`src/rtl/mbx_pkg.sv`:
```
package mbx_pkg;

    localparam int ADDR_W    = 16;
    localparam int DATA_W    = 8;
    localparam int NUM_CH    = 2;
    localparam int SLV_AW    = 3;
    localparam int BASE_W    = ADDR_W - 4;
    localparam logic [BASE_W-1:0] HOST_BASE = BASE_W'(12'h006);

    // Host address bit roles
    localparam int CH_BIT    = 1;
    localparam int CMD_BIT   = 2;

    typedef logic [DATA_W-1:0] byte_t;

    typedef enum logic [SLV_AW-1:0] {
        SLV_IN_CH1  = 3'd0,
        SLV_IN_CH2  = 3'd1,
        SLV_OUT_CH1 = 3'd2,
        SLV_OUT_CH2 = 3'd3,
        SLV_FLAGS   = 3'd4
    } slv_reg_e;

    typedef struct packed {
        logic wr_hit;
        logic rd_hit;
        logic ch;
        logic cmd;
    } host_dec_t;

    function automatic logic port_window(input logic [ADDR_W-1:0] a);
        return (a[ADDR_W-1:4] == HOST_BASE) && !a[3] && !a[0];
    endfunction

endpackage

```
`src/rtl/mbx_host_decode.sv`:
```
module mbx_host_decode
    import mbx_pkg::*;
(
    input  logic              clk,
    input  logic              rst,
    input  logic              host_wr,
    input  logic              host_rd,
    input  logic [ADDR_W-1:0] host_addr,
    output host_dec_t         dec,
    output logic [NUM_CH-1:0] wr_sel
);

    logic in_window;

    always_comb begin
        in_window  = port_window(host_addr);
        dec.ch     = host_addr[CH_BIT];
        dec.cmd    = host_addr[CMD_BIT];
        dec.wr_hit = host_wr && in_window;
        dec.rd_hit = host_rd && in_window && !host_addr[CMD_BIT];
    end

    for (genvar c = 0; c < NUM_CH; c++) begin : g_sel
        assign wr_sel[c] = dec.wr_hit && (dec.ch == 1'(c));
    end

    assert_wr_onehot_R1: assert property (@(posedge clk) disable iff (rst)
        $onehot0(wr_sel));

    assert_rd_data_port_R5: assert property (@(posedge clk) disable iff (rst)
        dec.rd_hit |-> (host_addr[CMD_BIT] == 1'b0 && host_rd));

endmodule

```
`src/rtl/mbx_channel.sv`:
```
module mbx_channel
    import mbx_pkg::*;
(
    input  logic  clk,
    input  logic  rst,
    input  logic  host_we,
    input  logic  host_cmd,
    input  byte_t host_wdata,
    input  logic  out_we,
    input  byte_t out_wdata,
    output byte_t in_q,
    output logic  flag_q,
    output byte_t out_q
);

    // Data registers carry no reset; their content is undefined until written.
    always_ff @(posedge clk) begin
        if (host_we) in_q <= host_wdata;
        if (out_we)  out_q <= out_wdata;
    end

    always_ff @(posedge clk) begin
        if (rst)          flag_q <= 1'b0;
        else if (host_we) flag_q <= host_cmd;
    end

    assert_in_capture_R2: assert property (@(posedge clk) disable iff (rst)
        host_we |=> in_q == $past(host_wdata));

    assert_flag_capture_R3: assert property (@(posedge clk) disable iff (rst)
        host_we |=> flag_q == $past(host_cmd));

    assert_in_hold_R4: assert property (@(posedge clk) disable iff (rst)
        !host_we |=> ($stable(in_q) && $stable(flag_q)));

    assert_out_load_R7: assert property (@(posedge clk) disable iff (rst)
        out_we |=> out_q == $past(out_wdata));

    assert_out_hold_R7: assert property (@(posedge clk) disable iff (rst)
        !out_we |=> $stable(out_q));

endmodule

```
`src/rtl/mbx_slave_port.sv`:
```
module mbx_slave_port
    import mbx_pkg::*;
(
    input  logic                          clk,
    input  logic                          rst,
    input  logic [SLV_AW-1:0]             slv_addr,
    input  logic                          slv_wr,
    input  byte_t                         slv_wdata,
    input  logic [NUM_CH-1:0][DATA_W-1:0] in_q,
    input  logic [NUM_CH-1:0]             flag_q,
    input  logic [NUM_CH-1:0][DATA_W-1:0] out_q,
    output logic [NUM_CH-1:0]             out_we,
    output byte_t                         out_wdata,
    output byte_t                         slv_rdata
);

    slv_reg_e sel;

    assign sel       = slv_reg_e'(slv_addr);
    assign out_wdata = slv_wdata;

    for (genvar c = 0; c < NUM_CH; c++) begin : g_we
        assign out_we[c] = slv_wr && (slv_addr == SLV_AW'(SLV_OUT_CH1) + SLV_AW'(c));
    end

    always_comb begin
        case (sel)
            SLV_IN_CH1:  slv_rdata = in_q[0];
            SLV_IN_CH2:  slv_rdata = in_q[1];
            SLV_OUT_CH1: slv_rdata = out_q[0];
            SLV_OUT_CH2: slv_rdata = out_q[1];
            SLV_FLAGS:   slv_rdata = DATA_W'(flag_q);
            default:     slv_rdata = '0;
        endcase
    end

    assert_ro_write_ignored_R8: assert property (@(posedge clk) disable iff (rst)
        (slv_wr && slv_addr != SLV_AW'(SLV_OUT_CH1) && slv_addr != SLV_AW'(SLV_OUT_CH2))
            |-> out_we == '0);

endmodule

```
`src/rtl/host_mailbox_regs.sv`:
```
module host_mailbox_regs
    import mbx_pkg::*;
(
    input  logic              clk,
    input  logic              rst,
    input  logic              host_wr,
    input  logic              host_rd,
    input  logic [ADDR_W-1:0] host_addr,
    input  logic [DATA_W-1:0] host_wdata,
    output logic [DATA_W-1:0] host_rdata,
    output logic              host_hit,
    input  logic [SLV_AW-1:0] slv_addr,
    input  logic              slv_wr,
    input  logic [DATA_W-1:0] slv_wdata,
    output logic [DATA_W-1:0] slv_rdata
);

    host_dec_t                     dec;
    logic [NUM_CH-1:0]             wr_sel;
    logic [NUM_CH-1:0]             out_we;
    byte_t                         out_wdata;
    logic [NUM_CH-1:0][DATA_W-1:0] in_q;
    logic [NUM_CH-1:0][DATA_W-1:0] out_q;
    logic [NUM_CH-1:0]             flag_q;

    mbx_host_decode u_dec (
        .clk       (clk),
        .rst       (rst),
        .host_wr   (host_wr),
        .host_rd   (host_rd),
        .host_addr (host_addr),
        .dec       (dec),
        .wr_sel    (wr_sel)
    );

    for (genvar c = 0; c < NUM_CH; c++) begin : g_ch
        mbx_channel u_ch (
            .clk        (clk),
            .rst        (rst),
            .host_we    (wr_sel[c]),
            .host_cmd   (dec.cmd),
            .host_wdata (host_wdata),
            .out_we     (out_we[c]),
            .out_wdata  (out_wdata),
            .in_q       (in_q[c]),
            .flag_q     (flag_q[c]),
            .out_q      (out_q[c])
        );
    end

    mbx_slave_port u_slv (
        .clk       (clk),
        .rst       (rst),
        .slv_addr  (slv_addr),
        .slv_wr    (slv_wr),
        .slv_wdata (slv_wdata),
        .in_q      (in_q),
        .flag_q    (flag_q),
        .out_q     (out_q),
        .out_we    (out_we),
        .out_wdata (out_wdata),
        .slv_rdata (slv_rdata)
    );

    assign host_hit   = dec.wr_hit || dec.rd_hit;
    assign host_rdata = dec.rd_hit ? out_q[dec.ch] : '0;

    assert_miss_zero_R6: assert property (@(posedge clk) disable iff (rst)
        !host_hit |-> host_rdata == '0);

    assert_miss_no_write_R6: assert property (@(posedge clk) disable iff (rst)
        !host_hit |=> ($stable(in_q) && $stable(flag_q)));

endmodule

```
`config.mk`:
```
export PLATFORM = sky130hd
export DESIGN_NAME = host_mailbox_regs
export DESIGN_NICKNAME = d
export VERILOG_FILES = /design/src/rtl/mbx_pkg.sv /design/src/rtl/mbx_host_decode.sv /design/src/rtl/mbx_channel.sv /design/src/rtl/mbx_slave_port.sv /design/src/rtl/host_mailbox_regs.sv
export SDC_FILE = /design/constraint.sdc
export NUM_CORES = 1
export LEC_CHECK = 0
export CAP_MARGIN = 20
export CORE_UTILIZATION = 45
export CTS_CLUSTER_SIZE = 10
export DETAILED_ROUTE_END_ITERATION = 7
export DONT_BUFFER_PORTS = 1
export PLACE_DENSITY_LB_ADDON = 0.2
export SETUP_SLACK_MARGIN = 0.3
export SLEW_MARGIN = 20
export SYNTH_ARGS = -nofsm -noshare
export SYNTH_HDL_FRONTEND = slang
export SYNTH_SLANG_ARGS = --single-unit
```
`constraint.sdc`:
```
create_clock -name clk -period 1.7 [get_ports clk]
set_input_delay 0.34 -clock clk [delete_from_list [all_inputs] [get_ports clk]]
set_output_delay 0.34 -clock clk [all_outputs]
set_load 0.01 [all_outputs]
```
==> metrics.md, run 1 <==
| Metric | Value |
|---|---|
| Root Buffer | `clkbuf_8` |
| Area Growth Syn to Fin | `20.35%` |
| CTS clk-pin slew, worst paths | `0.06 ns` |
| Nets@finish | `155` |
| Slowest stage cell on the critical path | `mux4_2` |
| Prevailing post-synth register cell | `edfxtp_1` |
| Post-Route Utilization | `0.5805` |
| Commonest cells after routing, fill and taps aside | `edfxtp_1 (32), mux2i_1 (10), buf_4 (10)` |
| Hold Path Class | `input pin to flip-flop` |
| # DRC | `0` |
| Routability cong. | `0.6757` |
| Max stage delay on crit path | `0.48 ns` |
| Dpl cells | `146` |
| Post-Syn Area per Cell | `16.28 sq um` |
| Number of global-route vias before repair | `1085` |
| DRT antenna net count | `0` |
| Pwr Density | `800.8 mW/mm^2` |
| Mapped Cells | `102` |
| Number of library cell types mapped by synthesis | `30` |
| Most common cell after layout, fill and taps aside | `edfxtp_1` |
| Die area | `0.003936 sq mm` |
| Critical path class | `flip-flop to output port` |
| WL final | `3.484 mm` |
| CTS buffer count | `5` |
| Core Region | `0.003442 sq mm` |
| Critical path cell sequence | `mux4_2, nor2b_4` |
| Final min period | `1.659 ns` |
| Slew Viols, Final | `0` |
| Crit start category | `flip-flop` |
| Final Hold Viols | `0` |
| Share of layout cells above drive strength 1 | `0.4310` |
| Layout Cells excl Fill | `162` |
| Critical Path Fanout Max | `2` |
| EDFF count, synth | `32` |
| Die Y | `62.74 microns` |
| Register Area | `0.001001 sq mm` |
| Multi-input logic area | `760.7 sq um` |
| Buffers & Inverters on Critical Path | `0` |
| Area of placed instances | `0.001733 sq mm` |
| Starting Density | `0.4824` |
| 1st-pass router iterations | `4` |
| Kind of cell adding the most delay to the critical path | `multiplexers` |
| Largest net degree at the start of global routing | `13` |
| Global-route wire length before repair | `5.602 mm` |
| PortBufs | `0` |
| WP data arrival | `1.32 ns` |
| Post-synthesis sequential area ratio | `0.6029` |
| # rows | `21` |
| Antenna Diode Count | `0` |
| CP required | `1.36 ns` |
| GR Overflow Total | `0` |
| Hold_ws | `0.1478 ns` |
| Setup Skew | `0 ns` |
| IO Pins | `57` |
| CTS Sinks | `34` |
| Synth async-reset ratio | `0` |
| Syn nets | `142` |
| Reg-to-reg slack, setup | `1.14 ns` |
| Leak | `0.0007164 uW` |
| Worst Tran Pin Value | `0.3960 ns` |
| Setup Viol. Count Final | `0` |
| Fill cells | `284` |
| Skew-Pair Late Insertion Delay | `0.28 ns` |
| CTS H-Tree Depth | `2` |
| Cell Area, Synth | `0.001660 sq mm` |
| Die Wd | `62.74 microns` |
| Slew HR | `0.7360` |
| Max Clk Rate | `602.6 MHz` |
| Initial DRC Count | `50` |
| Syn. warnings | `0` |
| Post-route cell area | `0.001998 sq mm` |
| Worst vdd ir | `428.9 uV` |
| Post-DP HPWL | `2.475 mm` |
| RSZ-0062 raised after global routing | `yes` |
| Seq cells post-synth | `34` |
| DR vias/cell | `5.772` |
| Drt wl/cell | `21.51 microns` |
| Via total after detailed routing | `935` |
| Tcrit/Tclk final | `0.9761` |
| CTS tree | `built` |
| Crit end category | `output port` |
| Max cap viols | `0` |
| Antenna violations before repair | `0` |
| Fin Setup TNS | `0 ns` |
| Outcome | `finished, final reports clean` |
| Longest Clk Path Bufs | `2` |
| Total Routing Usage GR | `0.2029` |
==> registers in the layout, indices dropped and copies added, names as in the netlist <==
register          count
g_ch.u_ch.in_q       16
g_ch.u_ch.out_q      16
g_ch.u_ch.flag_q      2
==> worst paths after layout <==
check | startpoint | end | cells after the start
max | g_ch[0].u_ch.out_q[2]$_DFFE_PP_ | slv_rdata[2] | 2
min | slv_wdata[4] | g_ch[0].u_ch.out_q[4]$_DFFE_PP_ | 0
max reg2reg | g_ch[0].u_ch.flag_q$_SDFFE_PP0P_ | g_ch[0].u_ch.flag_q$_SDFFE_PP0P_ | 2
min reg2reg | g_ch[1].u_ch.flag_q$_SDFFE_PP0P_ | g_ch[1].u_ch.flag_q$_SDFFE_PP0P_ | 2
==> metal layers <==
metal  routed length (microns)  vias to the layer above  share of wire  track usage
met3                       297                        6          0.085       0.1004
met1                      1165                      451           0.33       0.1966
met5                         0                        -              0            0
met2                      1967                       40           0.56       0.3628
met4                        54                        0          0.015      0.08140
li1                          -                      438              -            -
==> synth_stat cells (all sizes together) (2+ instances only) <==
library cell / count / area (sq um)
edfxtp: 32 / 960.9
nor2b: 8 / 50.05
mux2i: 10 / 100.1
nand2: 3 / 11.26
nor2: 3 / 11.26
nor3: 9 / 85.08
nand2b: 4 / 25.02
dfxtp: 2 / 40.04
nor4: 3 / 48.80
nor4b: 2 / 17.52
buf: 4 / 28.78
mux4: 7 / 157.7
and4: 2 / 17.52
==> worst reg2reg max path: cells and delay by family, from the launching register on <==
kind             cells  cell delay (ns)
flip-flops           1             0.33
multiplexers         1             0.11
AND/OR/NAND/NOR      1             0.06
==> where the power goes <==
part	switching [uW]	internal, uW
Sequential	5.45	929
Combinational	49.5	65.0
Clock	261	290
Total	316	1280
==> timing repair <==
action / CTS / global route
buffers inserted: 3 / 5
endpoints found under the setup margin: 17 / 17
pin swaps: 5 / 6
hold buffers: 0 / 0
resized for setup: 15 / 9
==> layout make-up <==
type | instances | share of cell area
well taps | 46 | 0.02880
clock buffers | 8 | 0.04008
inverters | 1 | 0.001879
flip-flops and latches | 34 | 0.5009
multi-input cells | 62 | 0.3807
repair buffers | 11 | 0.04759
==> per-stage QoR <==
| stage | total power (uW) | worst slack, ns |
|---|---|---|
| floorplan | 1047 | 0.1966 |
| global placement | 1038 | 0.09446 |
| detailed placement | 1040 | 0.06360 |
| CTS | 1606 | 0.03518 |
| global route | 1673 | -0.02192 |
| finish | 1600 | 0.04064 |
==> kinds of logic (layout without fill, tap and decap cells) <==
| kind of cell | Yosys count | after routing | share of synthesized area |
|---|---|---|---|
| AND/OR/NAND/NOR | 40 | 40 | 0.1989 |
| AO/OA/AOI/OAI | 4 | 4 | 0.01432 |
| flip-flops | 34 | 34 | 0.6029 |
| multiplexers | 18 | 18 | 0.1620 |
| buffers and inverters | 6 | 20 | 0.02185 |
(Power assumes the default switching activity.)
==> run 2, diff against run 1 <==
Settings changed: PLACE_DENSITY set to 0.64, PLACE_DENSITY_LB_ADDON 0.2 to not set, RECOVER_POWER set to 25.
==> metrics.md, run 2 (same netlist as run 1, synthesis figures left out) <==
| Metric | Value |
|---|---|
| Outcome | `finished, final reports clean (unchanged)` |
| R2r startpoint | `g_ch[1].u_ch.flag_q$_SDFFE_PP0P_ (was g_ch[0].u_ch.flag_q$_SDFFE_PP0P_)` |
| RSZ-0062 raised after global routing | `yes (unchanged)` |
| Setup Viol. Count Final | `0 (unchanged)` |
| Slew HR | `0.7110 (was 0.7360)` |
| Layout Cells excl Fill | `162 (unchanged)` |
| Top flop regs | `g_ch.u_ch.in_q (16), g_ch.u_ch.out_q (16), g_ch.u_ch.flag_q (2) (unchanged)` |
| CTS buffer count | `5 (unchanged)` |
| WP data arrival | `1.30 ns (was 1.32 ns)` |
| Fin Setup TNS | `0 ns (unchanged)` |
| Via total after detailed routing | `936 (was 935)` |
| Int Power | `1324 uW (was 1284 uW)` |
| Drt wl/cell | `21.46 microns (was 21.51 microns)` |
| CTS H-Tree Depth | `2 (unchanged)` |
| Worst vdd ir | `481.9 uV (was 428.9 uV)` |
| Largest net degree at the start of global routing | `13 (unchanged)` |
| Root Buffer | `clkbuf_8 (unchanged)` |
| Worst Reg-to-Reg Cells | `2 (unchanged)` |
| Die Wd | `62.74 microns (unchanged)` |
| Fin worst setup slack | `0.05789 ns (was 0.04064 ns)` |
| Reg2reg end | `g_ch[1].u_ch.flag_q$_SDFFE_PP0P_ (was g_ch[0].u_ch.flag_q$_SDFFE_PP0P_)` |
| Leak | `0.0007252 uW (was 0.0007164 uW)` |
| Nets@finish | `155 (unchanged)` |
| Worst Tran Pin Value | `0.4330 ns (was 0.3960 ns)` |
| Global-route wire length before repair | `5.540 mm (was 5.602 mm)` |
| Max cap viols | `0 (unchanged)` |
| Share of layout cells above drive strength 1 | `0.4569 (was 0.4310)` |
| WL final | `3.477 mm (was 3.484 mm)` |
| Starting Density | `0.4824 (unchanged)` |
| Final Hold Viols | `0 (unchanged)` |
| Commonest cells after routing, fill and taps aside | `edfxtp_1 (32), mux2i_1 (9), nor3_4 (9) (was edfxtp_1 (32), mux2i_1 (10), buf_4 (10))` |
| Hold path endpoint | `g_ch[0].u_ch.in_q[3]$_DFFE_PP_ (was g_ch[0].u_ch.out_q[4]$_DFFE_PP_)` |
| Routability cong. | `0.7307 (was 0.6757)` |
| CTS Sinks | `34 (unchanged)` |
| Skew-Pair Late Insertion Delay | `0.27 ns (was 0.28 ns)` |
| PortBufs | `0 (unchanged)` |
| Crit start category | `flip-flop (unchanged)` |
| Post-DP HPWL | `2.374 mm (was 2.475 mm)` |
| Antenna violations before repair | `0 (unchanged)` |
| CTS tree | `built (unchanged)` |
| Setup WS pre-CTS | `0.09453 ns (was 0.06360 ns)` |
| Sw power | `316.0 uW (was 315.8 uW)` |
| DRT antenna net count | `0 (unchanged)` |
| Clk pwr share | `0.359 (was 0.344)` |
| Fill cells | `283 (was 284)` |
| Seq pwr share | `0.570 (was 0.584)` |
| 1st-pass router iterations | `4 (unchanged)` |
| Die area | `0.003936 sq mm (unchanged)` |
| Critical Path Fanout Max | `2 (unchanged)` |
| Max stage delay on crit path | `0.48 ns (about the same)` |
| Antenna Diode Count | `0 (unchanged)` |
| Hold path start | `host_wdata[3] (was slv_wdata[4])` |
| Setup Skew | `0 ns (unchanged)` |
| GR Overflow Total | `0 (unchanged)` |
| DR vias/cell | `5.778 (was 5.772)` |
| # rows | `21 (unchanged)` |
| Most common cell after layout, fill and taps aside | `edfxtp_1 (unchanged)` |
| Max Clk Rate | `609.0 MHz (was 602.6 MHz)` |
| Worst hold stages | `0 (unchanged)` |
| # DRC | `0 (unchanged)` |
| Area of placed instances | `0.001725 sq mm (was 0.001733 sq mm)` |
| Dpl cells | `145 (was 146)` |
| Buffers & Inverters on Critical Path | `0 (unchanged)` |
| Hold_buf cts | `0 (unchanged)` |
| Final min period | `1.642 ns (was 1.659 ns)` |
| Total Routing Usage GR | `0.1965 (was 0.2029)` |
| Core Region | `0.003442 sq mm (unchanged)` |
| Reg-to-reg slack, setup | `1.10 ns (was 1.14 ns)` |
| Tcrit/Tclk final | `0.9659 (was 0.9761)` |
| CP required | `1.36 ns (about the same)` |
| Longest Clk Path Bufs | `2 (unchanged)` |
| IO Pins | `57 (unchanged)` |
| Number of global-route vias before repair | `1106 (was 1085)` |
| Hold Path Class | `input pin to flip-flop (unchanged)` |
| Pwr Density | `812.7 mW/mm^2 (was 800.8 mW/mm^2)` |
| Die Y | `62.74 microns (unchanged)` |
| Critical path class | `flip-flop to output port (unchanged)` |
| Crit end category | `output port (unchanged)` |
| Critical path cell sequence | `mux4_2, nor2b_4 (unchanged)` |
| Post-route cell area | `0.002018 sq mm (was 0.001998 sq mm)` |
| Slew Viols, Final | `0 (unchanged)` |
| Sw Share | `0.1927 (was 0.1974)` |
| Kind of cell adding the most delay to the critical path | `multiplexers (unchanged)` |
| Area Growth Syn to Fin | `21.55% (was 20.35%)` |
| Initial DRC Count | `32 (was 50)` |
| CTS clk-pin slew, worst paths | `0.07 ns (was 0.06 ns)` |
| Combinational Power Share | `0.071 (was 0.072)` |
| Slowest stage cell on the critical path | `mux4_2 (unchanged)` |
## run 2: cell count changes in the layout (fill, tap and decap cells not counted)
cell      previous run  this run
buf_6                0         3
buf_4               10         8
buf_12               1         0
clkbuf_1             3         2
clkbuf_8             5         6
mux2i_1             10         9
mux2i_2              0         1
nand2_1              2         1
nand2_4              1         2
## run 2: repair_timing
action | in CTS | in global routing
endpoints found under the setup margin | 17 | 17
gates resized for setup | 28 | 2
gates cloned | 0 | 0
buffers inserted | 8 | 1
pin swaps | 14 | 3
## run 2: worst register-to-register path, stage by stage (launching register included)
cell and delay (ns):
dfxtp_1 0.34, nand2b_1 0.06, mux2i_1 0.12
## run 2: per-layer routing
metal	vias up	GRT usage	share of wire
met4	0	0.09593	0.018
met1	465	0.1966	0.35
met2	32	0.3505	0.56
li1	431	-	-
met3	8	0.07847	0.072
met5	-	0	0
## run 2: final cells by class
| cell class | instances | area (sq um) | area share |
|---|---|---|---|
| clock buffers | 8 | 90.09 | 0.04464 |
| flip-flops and latches | 34 | 1001 | 0.4960 |
| inverters | 1 | 3.754 | 0.001860 |
| repair buffers | 11 | 93.84 | 0.04650 |
| multi-input cells | 62 | 772.0 | 0.3825 |
| well taps | 46 | 57.56 | 0.02852 |
## run 2: worst max-delay path by stage
stage / from / to / slack [ns] / depth (start not counted)
6_report: g_ch[1].u_ch.out_q[2]$_DFFE_PP_ / slv_rdata[2] / 0.06 / 2
5_1_grt: g_ch[1].u_ch.out_q[2]$_DFFE_PP_ / slv_rdata[2] / 0.01 / 2
4_1_cts: g_ch[0].u_ch.out_q[2]$_DFFE_PP_ / slv_rdata[2] / 0.05 / 2
3_5_place_dp: host_addr[15] / host_rdata[6] / 0.09 / 3
3_3_place_gp: host_addr[8] / host_rdata[6] / 0.11 / 3
2_1_floorplan: host_addr[15] / host_rdata[0] / 0.20 / 3
## run 2: metrics by stage
step / util / hold slack [ns] / power (uW)
after floorplan: - / 0.4389 / 1047
after CTS: 0.5827 / 0.1437 / 1657
after global placement: 0.5013 / 0.4389 / 1037
after detailed placement: 0.5013 / 0.4390 / 1040
after global routing: 0.5863 / 0.1411 / 1694
final: 0.5863 / 0.1539 / 1640
## run 2: power by group through the flow
stage          combinational [uW]  clock (uW)  sequential, uW
4_1_cts                       115         608             934
3_3_place_gp                 85.5           0             952
5_1_grt                       125         634             935
6_report                      117         589             935
2_1_floorplan                96.7           0             950
3_5_place_dp                 87.2           0             952
==> run 3, diff against run 2 <==
Settings changed: PLACE_DENSITY 0.64 to not set, PLACE_DENSITY_LB_ADDON set to 0.15.
==> metrics.md, run 3 (same netlist as run 1, synthesis figures left out) <==
| Metric | Value |
|---|---|
| Outcome | `finished, final reports clean (unchanged)` |
| Final Hold Viols | `0 (unchanged)` |
| DR vias/cell | `5.830 (was 5.778)` |
| Fin Setup TNS | `0 ns (unchanged)` |
| Share of layout cells above drive strength 1 | `0.4602 (was 0.4569)` |
| Commonest cells after routing, fill and taps aside | `edfxtp_1 (32), mux2i_1 (10), nor3_4 (9) (was edfxtp_1 (32), mux2i_1 (9), nor3_4 (9))` |
| R2r startpoint | `g_ch[1].u_ch.flag_q$_SDFFE_PP0P_ (unchanged)` |
| Largest net degree at the start of global routing | `13 (unchanged)` |
| Setup Skew | `0 ns (unchanged)` |
| Die Wd | `62.74 microns (unchanged)` |
| Hold Path Class | `input pin to flip-flop (unchanged)` |
| Starting Density | `0.4824 (unchanged)` |
| Final min period | `1.653 ns (was 1.642 ns)` |
| Setup Viol. Count Final | `0 (unchanged)` |
| CTS Sinks | `34 (unchanged)` |
| Total Routing Usage GR | `0.1854 (was 0.1965)` |
| Multi-input logic area | `768.2 sq um (was 772.0 sq um)` |
| Most common cell after layout, fill and taps aside | `edfxtp_1 (unchanged)` |
| IO Pins | `57 (unchanged)` |
| Critical path cell sequence | `mux4_2, nor2b_4 (unchanged)` |
| Tcrit/Tclk final | `0.9721 (was 0.9659)` |
| Area Growth Syn to Fin | `21.18% (was 21.55%)` |
| Crit start category | `flip-flop (unchanged)` |
| Slew Viols, Final | `0 (unchanged)` |
| CTS buffer count | `5 (unchanged)` |
| Hold path start | `slv_wdata[6] (was host_wdata[3])` |
| Max stage delay on crit path | `0.49 ns (was 0.48 ns)` |
| Pwr Density | `873.4 mW/mm^2 (was 812.7 mW/mm^2)` |
| Die area | `0.003936 sq mm (unchanged)` |
| Skew-Pair Late Insertion Delay | `0.28 ns (was 0.27 ns)` |
| Reg2reg end | `g_ch[1].u_ch.flag_q$_SDFFE_PP0P_ (unchanged)` |
| Drt wl/cell | `20.46 microns (was 21.46 microns)` |
| CTS H-Tree Depth | `2 (unchanged)` |
| Slew HR | `0.6944 (was 0.7110)` |
| Hold_ws | `0.1455 ns (was 0.1539 ns)` |
| CP Depth | `2 (unchanged)` |
| CTS tree | `built (unchanged)` |
| GR Overflow Total | `0 (unchanged)` |
| Nets@finish | `152 (was 155)` |
| DRT antenna net count | `0 (unchanged)` |
| Hold path endpoint | `g_ch[1].u_ch.out_q[6]$_DFFE_PP_ (was g_ch[0].u_ch.in_q[3]$_DFFE_PP_)` |
| Register Area | `0.001001 sq mm (unchanged)` |
| 1st-pass router iterations | `4 (unchanged)` |
| Antenna Diode Count | `0 (unchanged)` |
| Kind of cell adding the most delay to the critical path | `multiplexers (unchanged)` |
| Post-DP HPWL | `2.216 mm (was 2.374 mm)` |
| Fill cells | `269 (was 283)` |
| WL final | `3.253 mm (was 3.477 mm)` |
| PortBufs | `0 (unchanged)` |
| Die Y | `62.74 microns (unchanged)` |
| Root Buffer | `clkbuf_8 (unchanged)` |
| Post-route cell area | `0.002012 sq mm (was 0.002018 sq mm)` |
| Worst Reg-to-Reg Cells | `2 (unchanged)` |
| Number of global-route vias before repair | `1006 (was 1106)` |
| CP required | `1.36 ns (about the same)` |
| # DRC | `0 (unchanged)` |
| Critical path class | `flip-flop to output port (unchanged)` |
| Global-route wire length before repair | `5.230 mm (was 5.540 mm)` |
| Routability cong. | `0.7855 (was 0.7307)` |
| Worst Tran Pin Value | `0.4520 ns (was 0.4330 ns)` |
| Reg-to-reg slack, setup | `1.10 ns (about the same)` |
| Max cap viols | `0 (unchanged)` |
| Area of placed instances | `0.001725 sq mm (unchanged)` |
| Leak | `0.0007203 uW (was 0.0007252 uW)` |
| Antenna violations before repair | `0 (unchanged)` |
| Max Clk Rate | `605.1 MHz (was 609.0 MHz)` |
| Via total after detailed routing | `927 (was 936)` |
| Longest Clk Path Bufs | `2 (unchanged)` |
| Worst vdd ir | `531.9 uV (was 481.9 uV)` |
| Post-Route Utilization | `0.5845 (was 0.5863)` |
| # rows | `21 (unchanged)` |
| Initial DRC Count | `25 (was 32)` |
| Slowest stage cell on the critical path | `mux4_2 (unchanged)` |
| Buffers & Inverters on Critical Path | `0 (unchanged)` |
| Top flop regs | `g_ch.u_ch.in_q (16), g_ch.u_ch.out_q (16), g_ch.u_ch.flag_q (2) (unchanged)` |
| WP data arrival | `1.31 ns (was 1.30 ns)` |
| Worst hold stages | `0 (unchanged)` |
| Critical Path Fanout Max | `2 (unchanged)` |
| RSZ-0062 raised after global routing | `yes (unchanged)` |
| Crit end category | `output port (unchanged)` |
| Core Region | `0.003442 sq mm (unchanged)` |
| CTS clk-pin slew, worst paths | `0.07 ns (about the same)` |
-- run 3: cell count changes in the layout (fill, tap and decap cells not counted), moves of 2 or more --
| cell | before | now |
|---|---|---|
| and4_4 | 0 | 2 |
| clkbuf_1 | 2 | 0 |
| buf_6 | 3 | 0 |
| clkinv_2 | 0 | 2 |
| and4_2 | 2 | 0 |
-- run 3: per-stage QoR --
stage               power [uW]  setup WS, ns  std cells
detailed placement        1038       0.09619        145
floorplan                 1047        0.1966        102
CTS                       1762       0.03608        156
global placement          1037        0.1091        145
global route              1813      0.003676        159
finish                    1757       0.04743        159
-- run 3: worst max path at each step --
stage	slack, ns	startpoint	end
after detailed placement	0.1	host_addr[8]	host_rdata[7]
after global routing	0.004	g_ch[1].u_ch.out_q[1]$_DFFE_PP_	slv_rdata[1]
after CTS	0.04	g_ch[1].u_ch.out_q[6]$_DFFE_PP_	slv_rdata[6]
after global placement	0.11	host_addr[8]	host_rdata[7]
final	0.05	g_ch[1].u_ch.out_q[6]$_DFFE_PP_	slv_rdata[6]
after floorplan	0.20	host_addr[15]	host_rdata[0]
-- run 3: what timing repair did --
| action | CTS | global route |
|---|---|---|
| pin swaps | 8 | 3 |
| setup buffers | 3 | 3 |
| gates resized for setup | 25 | 3 |
| hold buffers | 0 | 0 |
| endpoints found under the setup margin | 17 | 35 |
-- run 3: report_power, final --
part | total (uW) | internal, uW | switching (uW)
clock | 711 | 431 | 281
sequential | 933 | 928 | 5.01
combinational | 112 | 63.1 | 49.1
-- run 3: cell type report --
class,count,share of cell area
clock buffers,5,0.03420
clock inverters,3,0.01990
inverters,1,0.001866
multi-input cells,62,0.3818
flip-flops and latches,34,0.4975
well taps,46,0.02861
repair buffers,8,0.03607
-- run 3: per-layer routing --
metal  up-vias  global-route usage  share of wire
met2        31              0.3111           0.52
li1        424                   -              -
met4         0             0.07849          0.014
met3         7             0.07664          0.083
met1       465              0.2064           0.38
met5         -                   0              0
